===== src/rtl/spi_burst_pkg.sv =====
package spi_burst_pkg;

    // Chip select stays high for this many half-periods between words.
    localparam int GAP_HALVES = 3;

    typedef enum logic [2:0] {
        ST_IDLE,
        ST_LEAD,
        ST_HIGH,
        ST_LOW,
        ST_GAP,
        ST_HOLD
    } eng_state_e;

endpackage


===== src/rtl/spi_half_timer.sv =====
// Free-running half-period timer: tick is high for one cycle every HALF_CLKS cycles.
// HALF_CLKS must be at least 2.
module spi_half_timer #(
    parameter int HALF_CLKS = 50
) (
    input  logic clk,
    input  logic rst_n,
    input  logic clear,
    output logic tick
);
    localparam int CW = (HALF_CLKS > 1) ? $clog2(HALF_CLKS) : 1;

    logic [CW-1:0] cnt_d, cnt_q;

    always_comb begin
        tick  = (cnt_q == CW'(HALF_CLKS - 1));
        cnt_d = (clear || tick) ? '0 : cnt_q + 1'b1;
    end

    always_ff @(posedge clk or negedge rst_n) begin
        if (!rst_n) cnt_q <= '0;
        else        cnt_q <= cnt_d;
    end


    tick_spacing_chk: assert property (@(posedge clk) disable iff (!rst_n)
        (tick && !clear) |=> !tick);

endmodule


===== src/rtl/spi_in_sync.sv =====
// Multi-stage synchroniser for the asynchronous serial input (STAGES >= 2).
module spi_in_sync #(
    parameter int STAGES = 2
) (
    input  logic clk,
    input  logic rst_n,
    input  logic d,
    output logic q
);
    logic [STAGES-1:0] sh_d, sh_q;

    always_comb begin
        sh_d = {sh_q[STAGES-2:0], d};
        q    = sh_q[STAGES-1];
    end

    always_ff @(posedge clk or negedge rst_n) begin
        if (!rst_n) sh_q <= '0;
        else        sh_q <= sh_d;
    end

endmodule


===== src/rtl/spi_burst_engine.sv =====
// Burst sequencer: grant handshake, chip select, serial clock, capture and memory write.
module spi_burst_engine
    import spi_burst_pkg::*;
#(
    parameter int WORD_W    = 32,
    parameter int NUM_WORDS = 128,
    parameter int SYNC_STG  = 2
) (
    input  logic                          clk,
    input  logic                          rst_n,
    input  logic                          grant,
    input  logic                          tick,
    input  logic                          miso_s,
    output logic                          timer_clear,
    output logic                          cs_n,
    output logic                          sclk,
    output logic                          pin_oe,
    output logic                          we,
    output logic [$clog2(NUM_WORDS)-1:0]  addr,
    output logic [WORD_W-1:0]             wdata,
    output logic                          done
);
    localparam int BW  = $clog2(WORD_W);
    localparam int AW  = $clog2(NUM_WORDS);
    localparam int GW  = (GAP_HALVES > 1) ? $clog2(GAP_HALVES) : 1;

    typedef struct packed {
        eng_state_e          st;
        logic                cs_n;
        logic                sclk;
        logic                oe;
        logic [BW-1:0]       bit_idx;
        logic [AW-1:0]       word_idx;
        logic [GW-1:0]       gap_cnt;
        logic [SYNC_STG-1:0] pipe;
        logic [WORD_W-1:0]   shreg;
        logic                we;
        logic [WORD_W-1:0]   wdata;
        logic                done;
    } eng_t;

    eng_t q_r, d_r;
    logic rise;
    logic [WORD_W-1:0] sh;

    always_comb begin
        d_r         = q_r;
        d_r.we      = 1'b0;
        d_r.done    = 1'b0;
        d_r.oe      = 1'b1;
        timer_clear = 1'b0;
        rise        = 1'b0;

        // Capture the synchronised MISO bit SYNC_STG cycles after each rising edge.
        sh = q_r.shreg;
        if (q_r.pipe[SYNC_STG-1]) sh = {q_r.shreg[WORD_W-2:0], miso_s};
        d_r.shreg = sh;

        unique case (q_r.st)
            ST_IDLE: begin
                if (grant && q_r.oe) begin
                    d_r.cs_n    = 1'b0;
                    d_r.bit_idx = BW'(WORD_W - 1);
                    d_r.st      = ST_LEAD;
                    timer_clear = 1'b1;
                end
            end
            ST_LEAD, ST_LOW: begin
                if (tick) begin
                    d_r.sclk = 1'b1;
                    rise     = 1'b1;
                    d_r.st   = ST_HIGH;
                end
            end
            ST_HIGH: begin
                if (tick) begin
                    d_r.sclk = 1'b0;
                    if (q_r.bit_idx == '0) begin
                        d_r.cs_n    = 1'b1;
                        d_r.we      = 1'b1;
                        d_r.wdata   = sh;
                        d_r.gap_cnt = '0;
                        d_r.st      = ST_GAP;
                    end else begin
                        d_r.bit_idx = q_r.bit_idx - 1'b1;
                        d_r.st      = ST_LOW;
                    end
                end
            end
            ST_GAP: begin
                if (tick) begin
                    if (q_r.gap_cnt == GW'(GAP_HALVES - 1)) begin
                        if (q_r.word_idx == AW'(NUM_WORDS - 1)) begin
                            d_r.word_idx = '0;
                            d_r.done     = 1'b1;
                            d_r.st       = ST_HOLD;
                        end else begin
                            d_r.word_idx = q_r.word_idx + 1'b1;
                            d_r.cs_n     = 1'b0;
                            d_r.bit_idx  = BW'(WORD_W - 1);
                            d_r.st       = ST_LEAD;
                        end
                    end else begin
                        d_r.gap_cnt = q_r.gap_cnt + 1'b1;
                    end
                end
            end
            ST_HOLD: begin
                if (!grant) d_r.st = ST_IDLE;
            end
            default: d_r.st = ST_IDLE;
        endcase

        d_r.pipe = {q_r.pipe[SYNC_STG-2:0], rise};
    end

    always_ff @(posedge clk or negedge rst_n) begin
        if (!rst_n) begin
            q_r      <= '0;
            q_r.st   <= ST_IDLE;
            q_r.cs_n <= 1'b1;
        end else begin
            q_r <= d_r;
        end
    end

    assign cs_n   = q_r.cs_n;
    assign sclk   = q_r.sclk;
    assign pin_oe = q_r.oe;
    assign we     = q_r.we;
    assign addr   = q_r.word_idx;
    assign wdata  = q_r.wdata;
    assign done   = q_r.done;


    preset_chk: assert property (@(posedge clk) disable iff (!rst_n)
        !q_r.oe |-> q_r.cs_n);

    idle_quiet_chk: assert property (@(posedge clk) disable iff (!rst_n)
        (q_r.st == ST_IDLE && !grant) |=> q_r.cs_n);

    sclk_in_frame_chk: assert property (@(posedge clk) disable iff (!rst_n)
        q_r.sclk |-> !q_r.cs_n);

    wr_on_cs_rise_chk: assert property (@(posedge clk) disable iff (!rst_n)
        q_r.we |-> (q_r.cs_n && !$past(q_r.cs_n)));

    done_single_chk: assert property (@(posedge clk) disable iff (!rst_n)
        q_r.done |=> !q_r.done);

    hold_chk: assert property (@(posedge clk) disable iff (!rst_n)
        (q_r.st == ST_HOLD && grant) |=> (q_r.st == ST_HOLD && q_r.cs_n));

endmodule


===== src/rtl/spi_burst_reader.sv =====
module spi_burst_reader #(
    parameter int WORD_W    = 32,
    parameter int NUM_WORDS = 128,
    parameter int HALF_CLKS = 50,
    parameter int SYNC_STG  = 2
) (
    input  logic                          clk,
    input  logic                          rst_n,
    input  logic                          grant,
    output logic                          done,
    output logic                          mem_we,
    output logic [$clog2(NUM_WORDS)-1:0]  mem_addr,
    output logic [WORD_W-1:0]             mem_wdata,
    output logic                          spi_cs_n,
    output logic                          spi_sclk,
    output logic                          spi_mosi,
    input  logic                          spi_miso,
    output logic                          spi_oe
);
    logic tick, timer_clear, miso_s;

    spi_half_timer #(.HALF_CLKS(HALF_CLKS)) i_timer (
        .clk   (clk),
        .rst_n (rst_n),
        .clear (timer_clear),
        .tick  (tick)
    );

    spi_in_sync #(.STAGES(SYNC_STG)) i_sync (
        .clk   (clk),
        .rst_n (rst_n),
        .d     (spi_miso),
        .q     (miso_s)
    );

    spi_burst_engine #(
        .WORD_W    (WORD_W),
        .NUM_WORDS (NUM_WORDS),
        .SYNC_STG  (SYNC_STG)
    ) i_engine (
        .clk         (clk),
        .rst_n       (rst_n),
        .grant       (grant),
        .tick        (tick),
        .miso_s      (miso_s),
        .timer_clear (timer_clear),
        .cs_n        (spi_cs_n),
        .sclk        (spi_sclk),
        .pin_oe      (spi_oe),
        .we          (mem_we),
        .addr        (mem_addr),
        .wdata       (mem_wdata),
        .done        (done)
    );

    // the master never transmits.
    assign spi_mosi = 1'b0;

endmodule


===== config.mk =====
export PLATFORM = sky130hd
export DESIGN_NAME = spi_burst_reader
export DESIGN_NICKNAME = d
export VERILOG_FILES = /design/src/rtl/spi_burst_pkg.sv /design/src/rtl/spi_half_timer.sv /design/src/rtl/spi_in_sync.sv /design/src/rtl/spi_burst_engine.sv /design/src/rtl/spi_burst_reader.sv
export SDC_FILE = /design/constraint.sdc
export NUM_CORES = 1
export LEC_CHECK = 0
export BUFFER_PORTS_ARGS = -buffer_cell sky130_fd_sc_hd__buf_2
export CAP_MARGIN = 20
export CORE_ASPECT_RATIO = 1.5
export CORE_MARGIN = 2
export CORE_UTILIZATION = 60
export CTS_BUF_LIST = sky130_fd_sc_hd__clkbuf_8
export DETAILED_ROUTE_END_ITERATION = 6
export PLACE_DENSITY = 0.81
export SLEW_MARGIN = 20
export SYNTH_ARGS = -nofsm -noshare
export SYNTH_HDL_FRONTEND = slang
export SYNTH_HIERARCHICAL = 1
export SYNTH_SLANG_ARGS = --single-unit

===== constraint.sdc =====
create_clock -name clk -period 2.4 [get_ports clk]
set_input_delay 0.12 -clock clk [delete_from_list [all_inputs] [get_ports clk]]
set_output_delay 0.12 -clock clk [all_outputs]
set_load 0.1 [all_outputs]

==> results by group, run 1 <==
Status
  • Status: completed

Global route
  • Pin count of the biggest net entering global routing: between 50 and 60
  • First-pass GRT wire length: 11.3 mm
  • Initial antenna violation count: 0
  • Overall Global Routing Usage: 18.4%
  • Number of global-route vias before repair: between 2000 and 2500
  • GR Overflow Total: 0

Clock tree
  • Cts repair resizes: 0
  • Worst-skew pair later-pin latency: roughly 0.36 ns
  • CTS hold repair buffers: 2
  • CTS max path bufs: 2
  • TritonCTS buffer count: 9
  • H-tree depth: 3
  • Buffer count from post-CTS setup fixing: 0
  • CTS clk-pin slew, worst paths: about 0.090 ns
  • CTS tree: yes
  • Clock sink total: 96
  • Root Driver: clkbuf_8

STA
  • TNS Setup: 0 ns
  • Fin crit period: 2.19 ns
  • Final worst-path cycle share: 91.2%
  • Final hold violation count: 0
  • Setup-failing EPs final: 0
  • Final clock skew: 0.0103 ns
  • Worst-margin pin slew: 0.630 ns
  • Worst relative slew slack: 58.0%
  • Fmax: 457 MHz
  • Final hold slack: 0.101 ns
  • Slew Limit Fails: 0
  • RSZ-0062 raised after global routing: no

Yosys
  • Syn Area/Cell: approximately 13 um2
  • Warnings, synthesis: 6
  • Post-Syn Area: 4440 um2
  • Ys async rst share: 100%
  • Main synth FF type: dfrtp_1
  • Syn Nets: 349
  • Seq cells post-synth: 96
  • Gate count of the mapped netlist: 339
  • Post-synth cell types: 49
  • Post-synthesis sequential area ratio: a little over half
  • Number of synthesized flops with an enable pin: 0

Critical path
  • Worst endpoint required time: 2.64 ns
  • CP Launch Point: i_timer/cnt_q[1]
  • Register-to-Register Path Depth: 8
  • Crit start category: register
  • Worst EP arrival: about 2.4 ns
  • Reg-to-reg slack, setup: 0.21 ns
  • Critical path class: reg -> reg
  • Crit path to: i_engine/q_r[79]
  • Worst R2R End: i_engine/q_r[79]
  • Worst-path fanout max: 10
  • Critical R2R Launch: i_timer/cnt_q[1]
  • CP Capture Type: register

Routing
  • DR vias: about 2400
  • Antenna-violating nets left: 0
  • Post-Route WL: 6.77 mm
  • DRT iter0 DRCs: 123
  • Via-to-Cell Ratio: 5.37
  • DRC violation count after routing: 0
  • Initial DRT Pass Iterations: 6
  • DR WL/cell: 14.9 um

Job
  • Reported max-cap violation count: 0

Layout
  • Number of diodes: 0
  • Design Area, Final: 4660 um2
  • Final net count: 360
  • Layout cells sized above 1: approximately two fifths
  • Non-Filler Instances: roughly 460
  • P&R area growth vs syn: 4.88%

Floorplanning
  • I/O pin count: 49
  • Die Area: 8120 um2
  • Chip width: 74.2 um
  • Cell row count: 38
  • Core area: 7230 um2
  • Die H: between 100 and 150 um
  • Initial core utilization: roughly 60%

Placement
  • Buffers on Ports: 47
  • Area of placed instances: 4460 um2
  • Placed Instances: 437
  • GP Congestion: 0.839
  • HPWL after DPL: 4.66 mm

Hold path
  • Min-delay worst type: in -> reg

Power and ir drop
  • Leakage: 2.44 nW
  • Worst VDD drop: approximately 0.37 mV
  • Pwr/cell area: 557 nW/um2
worst max-delay path, cell delays in order (launching register included):
cell and delay (ns):
dfrtp_1 0.41, inv_1 0.07, ha_1 0.15, and4_1 0.42
nand2_1 0.11, a31oi_1 0.38, o211ai_4 0.18, o21ai_0 0.22
o21ai_0 0.12
layout by cell type, fill, tap and decap left out, drive strengths merged, types with 2 or more instances in the layout:
| cell type | count |
|---|---|
| nand2b | 2 |
| buf | 51 |
| o211ai | 2 |
| clkbuf | 10 |
| nor2 | 19 |
| xor2 | 3 |
| mux2 | 67 |
| nor3 | 3 |
| nor4b | 2 |
| a21oi | 5 |
| clkinvlp | 2 |
| or3b | 2 |
| dlygate4sd3 | 2 |
| nand3 | 6 |
| a31oi | 2 |
| or3 | 2 |
| and3 | 2 |
| and4 | 3 |
| conb | 2 |
| nand4 | 2 |
| clkinv | 4 |
| inv | 7 |
| nand2 | 12 |
| dfrtp | 95 |
| o21ai | 23 |
| ha | 6 |
| xnor2 | 4 |
| o31ai | 2 |
Yosys cell counts (all sizes together), types with 2 or more instances:
| master | n | share of area, % |
|---|---|---|
| dfrtp | 95 | 54 |
| mux2 | 67 | 19 |
| buf | 51 | 8.7 |
| o21ai | 23 | 2.8 |
| nor2 | 19 | 1.8 |
| nand2 | 12 | 1.0 |
| inv | 7 | 0.59 |
| ha | 6 | 1.7 |
| nand3 | 6 | 1.1 |
| a21oi | 5 | 0.56 |
| xnor2 | 4 | 0.79 |
| and4 | 3 | 0.59 |
| nor3 | 3 | 0.34 |
| xor2 | 3 | 0.59 |
| a31oi | 2 | 0.28 |
| and3 | 2 | 0.28 |
| clkbuf | 2 | 0.17 |
| conb | 2 | 0.17 |
| nand2b | 2 | 0.28 |
| nand4 | 2 | 0.28 |
| nor4b | 2 | 0.73 |
| o211ai | 2 | 0.65 |
| o31ai | 2 | 0.34 |
| or3 | 2 | 0.28 |
| or3b | 2 | 0.45 |
registers in the layout (all words and copies together) (netlist names):
name	count
i_engine/addr	7
i_engine/cs_n	1
i_engine/d_r	1
i_engine/done	1
i_engine/pin_oe	1
i_engine/q_r	43
i_engine/sclk	1
i_engine/wdata	32
i_engine/we	1
i_sync/sh_q	2
i_timer/cnt_q	6
layer usage:
metal  share of wire, %  GRT usage [%]  up-vias
met2                 51           29.8       48
li1                   -              -     1153
met4                2.2           9.69        0
met3                3.2           3.21       12
met5                  0              0        -
met1                 44           23.5     1232
metrics by stage:
step | util, % | total power, mW | setup slack [ns]
floorplan | - | 1.67 | 0.490
global placement | 61.8 | 1.71 | 0.364
detailed placement | 61.8 | 1.71 | 0.242
CTS | 64.4 | 2.63 | 0.245
global route | 64.4 | 2.70 | 0.0408
finish | 64.4 | 2.59 | 0.211
where the power goes:
| group | total (mW) | internal [mW] | switching, mW |
|---|---|---|---|
| clock network | 0.919 | 0.397 | 0.522 |
| registers | 1.62 | 1.62 | 0.00123 |
| logic | 0.0552 | 0.00940 | 0.0458 |
final cells by class:
type | instances | area, um2
Inverter | 7 | 26.3
Fill cell | 554 | 2570
Multi-Input combinational cell | 183 | 1620
Tap cell | 100 | 125
Timing Repair Buffer | 53 | 313
Clock inverter | 6 | 35.0
Sequential cell | 96 | 2400
Clock buffer | 10 | 138
worst min path at each step:
| stage | from | endpoint | slack [ns] | depth (start not counted) |
|---|---|---|---|---|
| finish | grant | i_engine/q_r[85] | 0.10 | 3 |
| global route | grant | i_engine/q_r[85] | 0.16 | 3 |
| CTS | grant | i_engine/q_r[85] | 0.09 | 3 |
| detailed placement | rst_n | i_engine/wdata[13] | 0.18 | 1 |
| global placement | rst_n | i_engine/wdata[13] | 0.18 | 1 |
| floorplan | rst_n | i_engine/addr[0] | -0.18 | 0 |
kinds of logic after synthesis:
| family | share of synthesized area [%] |
|---|---|
| DFF | 54.1 |
| muxes | 19.4 |
| and+or+nand+nor | 8.17 |
| buffers and inverters | 9.47 |
| AOI/OAI and AO/OA | 5.61 |
| xor gates and xnor gates | 1.38 |
| adders and majority gates | 1.69 |
| other | 0.169 |
Note: power is estimated with default switching activity, not from simulation.
==> run 2, diff against run 1 <==
Settings changed: CORE_UTILIZATION 60 to 29, PLACE_DENSITY 0.81 to 0.51.
==> results by group, run 2 (same netlist as run 1, synthesis figures left out) <==
STA
  • TNS Setup: 0 ns (unchanged)
  • Final clock skew: 0.0105 ns (was 0.0103 ns)
  • RSZ-0062 raised after global routing: no (unchanged)
  • Slew Limit Fails: 0 (unchanged)
  • Worst-margin pin slew: 0.595 ns (was 0.630 ns)
  • Final hold slack: 0.123 ns (was 0.101 ns)
  • Fmax: 510 MHz (was 457 MHz)
  • Setup-failing EPs final: 0 (unchanged)
  • Final hold violation count: 0 (unchanged)
  • Final worst-path cycle share: 81.7% (was 91.2%)
  • Fin crit period: 1.96 ns (was 2.19 ns)
  • Worst relative slew slack: 60.3% (was 58.0%)

Floorplanning
  • Cell row count: 55 (was 38)
  • Die Area: 16300 um2 (was 8120 um2)
  • Core area: 15000 um2 (was 7230 um2)
  • Chip width: 105 um (was 74.2 um)
  • Initial core utilization: 29.6% (was 61.4%)
  • Die H: 156 um (was 109 um)
  • I/O pin count: 49 (unchanged)

Clock tree
  • Root Driver: clkbuf_8 (unchanged)
  • CTS max path bufs: 2 (unchanged)
  • H-tree depth: 3 (unchanged)
  • Buffer count from post-CTS setup fixing: 0 (unchanged)
  • CTS tree: yes (unchanged)
  • Clock sink total: 96 (unchanged)
  • Worst-skew pair later-pin latency: 0.36 ns (about the same)
  • CTS clk-pin slew, worst paths: 0.09 ns (about the same)
  • TritonCTS buffer count: 9 (unchanged)
  • Cts repair resizes: 0 (unchanged)

Power and ir drop
  • Logic pwr share: 2.2% (was 2.1%)
  • Internal Pwr Total: 2.11 mW (was 2.02 mW)
  • Clock share of power: 38.3% (was 35.4%)
  • Pwr/cell area: 564 nW/um2 (was 557 nW/um2)
  • Flop pwr share: 59.5% (was 62.4%)
  • Sw frac: 22.3% (was 21.9%)
  • Leakage: 2.47 nW (was 2.44 nW)
  • Worst VDD drop: 0.210 mV (was 0.372 mV)
  • Switch Pwr: 608 uW (was 569 uW)

Layout
  • Layout cells sized above 1: 39.7% (was 39.2%)
  • Number of flip-flops in the largest register: 43 (unchanged)
  • P&R area growth vs syn: 8.65% (was 4.88%)
  • Final net count: 363 (was 360)
  • Number of diodes: 0 (unchanged)
  • Top reg by flops: i_engine/q_r (unchanged)
  • Design Area, Final: 4820 um2 (was 4660 um2)
  • Commonest non-fill, non-tap cell in the layout: dfrtp_1 (unchanged)
  • Final core utilization: 32.2% (was 64.4%)
  • Most frequent cells in the layout: dfrtp_1, buf_2, mux2_2 (unchanged)

Routing
  • DRT iter0 DRCs: 60 (was 123)
  • DR vias: 2401 (was 2445)
  • Via-to-Cell Ratio: 4.31 (was 5.37)
  • Antenna-violating nets left: 0 (unchanged)
  • DRC violation count after routing: 0 (unchanged)
  • DR WL/cell: 13.3 um (was 14.9 um)
  • Initial DRT Pass Iterations: 4 (was 6)
  • Post-Route WL: 7.39 mm (was 6.77 mm)

Critical path
  • Crit start category: register (unchanged)
  • Worst EP arrival: 2.21 ns (was 2.42 ns)
  • Worst-path fanout max: 8 (was 10)
  • Crit path largest cell delay: 0.43 ns (was 0.42 ns)
  • Crit-path cells: ha_1 -> and4_1 -> nor4b_1 -> a31oi_1 -> o211ai_4 -> mux2_2 (was inv_1 -> ha_1 -> and4_1 -> nand2_1 -> a31oi_1 -> o211ai_4 -> o21ai_0 -> o21ai_0)
  • Critical path class: reg -> reg (unchanged)
  • Slowest CP cell: dfrtp_1 (was and4_1)
  • Worst endpoint required time: 2.65 ns (was 2.64 ns)
  • CP Capture Type: register (unchanged)

Placement
  • HPWL after DPL: 5.14 mm (was 4.66 mm)
  • GP Congestion: 0.801 (was 0.839)
  • Buffers on Ports: 47 (unchanged)
  • Area of placed instances: 4610 um2 (was 4460 um2)

Status
  • Status: completed (unchanged)

Hold path
  • Min-delay worst type: in -> reg (unchanged)

Global route
  • Number of global-route vias before repair: 2550 (was 2455)
  • First-pass GRT wire length: 12.6 mm (was 11.3 mm)
  • Initial antenna violation count: 0 (unchanged)
  • Pin count of the biggest net entering global routing: 47 (was 52)
  • Overall Global Routing Usage: 9.71% (was 18.4%)
  • GR Overflow Total: 0 (unchanged)

Job
  • Reported max-cap violation count: 0 (unchanged)
-- run 2: changes by cell type in the layout (fill, tap and decap cells not counted) --
cell | before | now
buf_4 | 3 | 6
bufinv_16 | 0 | 1
clkbuf_8 | 10 | 9
clkinv_2 | 4 | 3
clkinvlp_4 | 2 | 1
inv_6 | 0 | 2
-- run 2: repair_timing --
item / CTS / global route
hold endpoints to repair: 46 / 0
setup endpoints to repair: 0 / 0
hold buffers: 2 / 0
-- run 2: area by class of cell --
cell class	instances	area [um2]
flip-flops and latches	96	2400
repair buffers	56	335
inverters	7	26.3
clock inverters	7	70.1
fillers	1546	10200
well taps	199	249
multi-input cells	183	1620
clock buffers	9	124
-- run 2: critical path: cells and delay by family (launching register included) --
| family | cells | cell delay (ns) |
|---|---|---|
| AOI/OAI and AO/OA | 2 | 0.32 |
| adders and majority gates | 1 | 0.22 |
| DFF | 1 | 0.43 |
| muxes | 1 | 0.37 |
| and+or+nand+nor | 2 | 0.51 |
-- run 2: final timing paths --
kind | startpoint | to | slack (ns) | cells past startpoint
worst min register to register | i_engine/d_r[67] | i_engine/q_r[67] | 0.36 | 0
max in group asynchronous | rst_n | i_engine/wdata[11] | 1.30 | 4
worst max-delay path | i_timer/cnt_q[0] | i_engine/q_r[78] | 0.44 | 6
min in group asynchronous | rst_n | i_engine/addr[0] | 0.29 | 2
worst min-delay path | grant | i_engine/q_r[85] | 0.12 | 3
worst max register to register | i_timer/cnt_q[0] | i_engine/q_r[78] | 0.44 | 6
-- run 2: power by group through the flow --
stage	sequential (mW)	combinational [mW]	clock (mW)
4_1_cts	1.62	0.0626	1.10
3_5_place_dp	1.65	0.0602	0
2_1_floorplan	1.66	0.0101	0
3_3_place_gp	1.65	0.0601	0
5_1_grt	1.62	0.0682	1.18
6_report	1.62	0.0595	1.04
-- run 2: per-layer routing --
| layer | track usage (%) | share of wire, % | up-vias | routed length, um |
|---|---|---|---|---|
| met1 | 11.1 | 43 | 1198 | 3210 |
| met4 | 4.38 | 1.7 | 0 | 122 |
| li1 | - | - | 1157 | - |
| met5 | 0 | 0 | - | 0 |
| met2 | 17.3 | 52 | 38 | 3830 |
| met3 | 2.09 | 3.0 | 8 | 219 |
-- run 2: per-stage QoR --
stage / total power, mW / worst slack (ns) / cells
global route: 2.87 / 0.322 / 557
detailed placement: 1.71 / 0.439 / 539
floorplan: 1.67 / 0.490 / 339
finish: 2.72 / 0.439 / 557
global placement: 1.71 / 0.508 / 539
CTS: 2.79 / 0.435 / 557
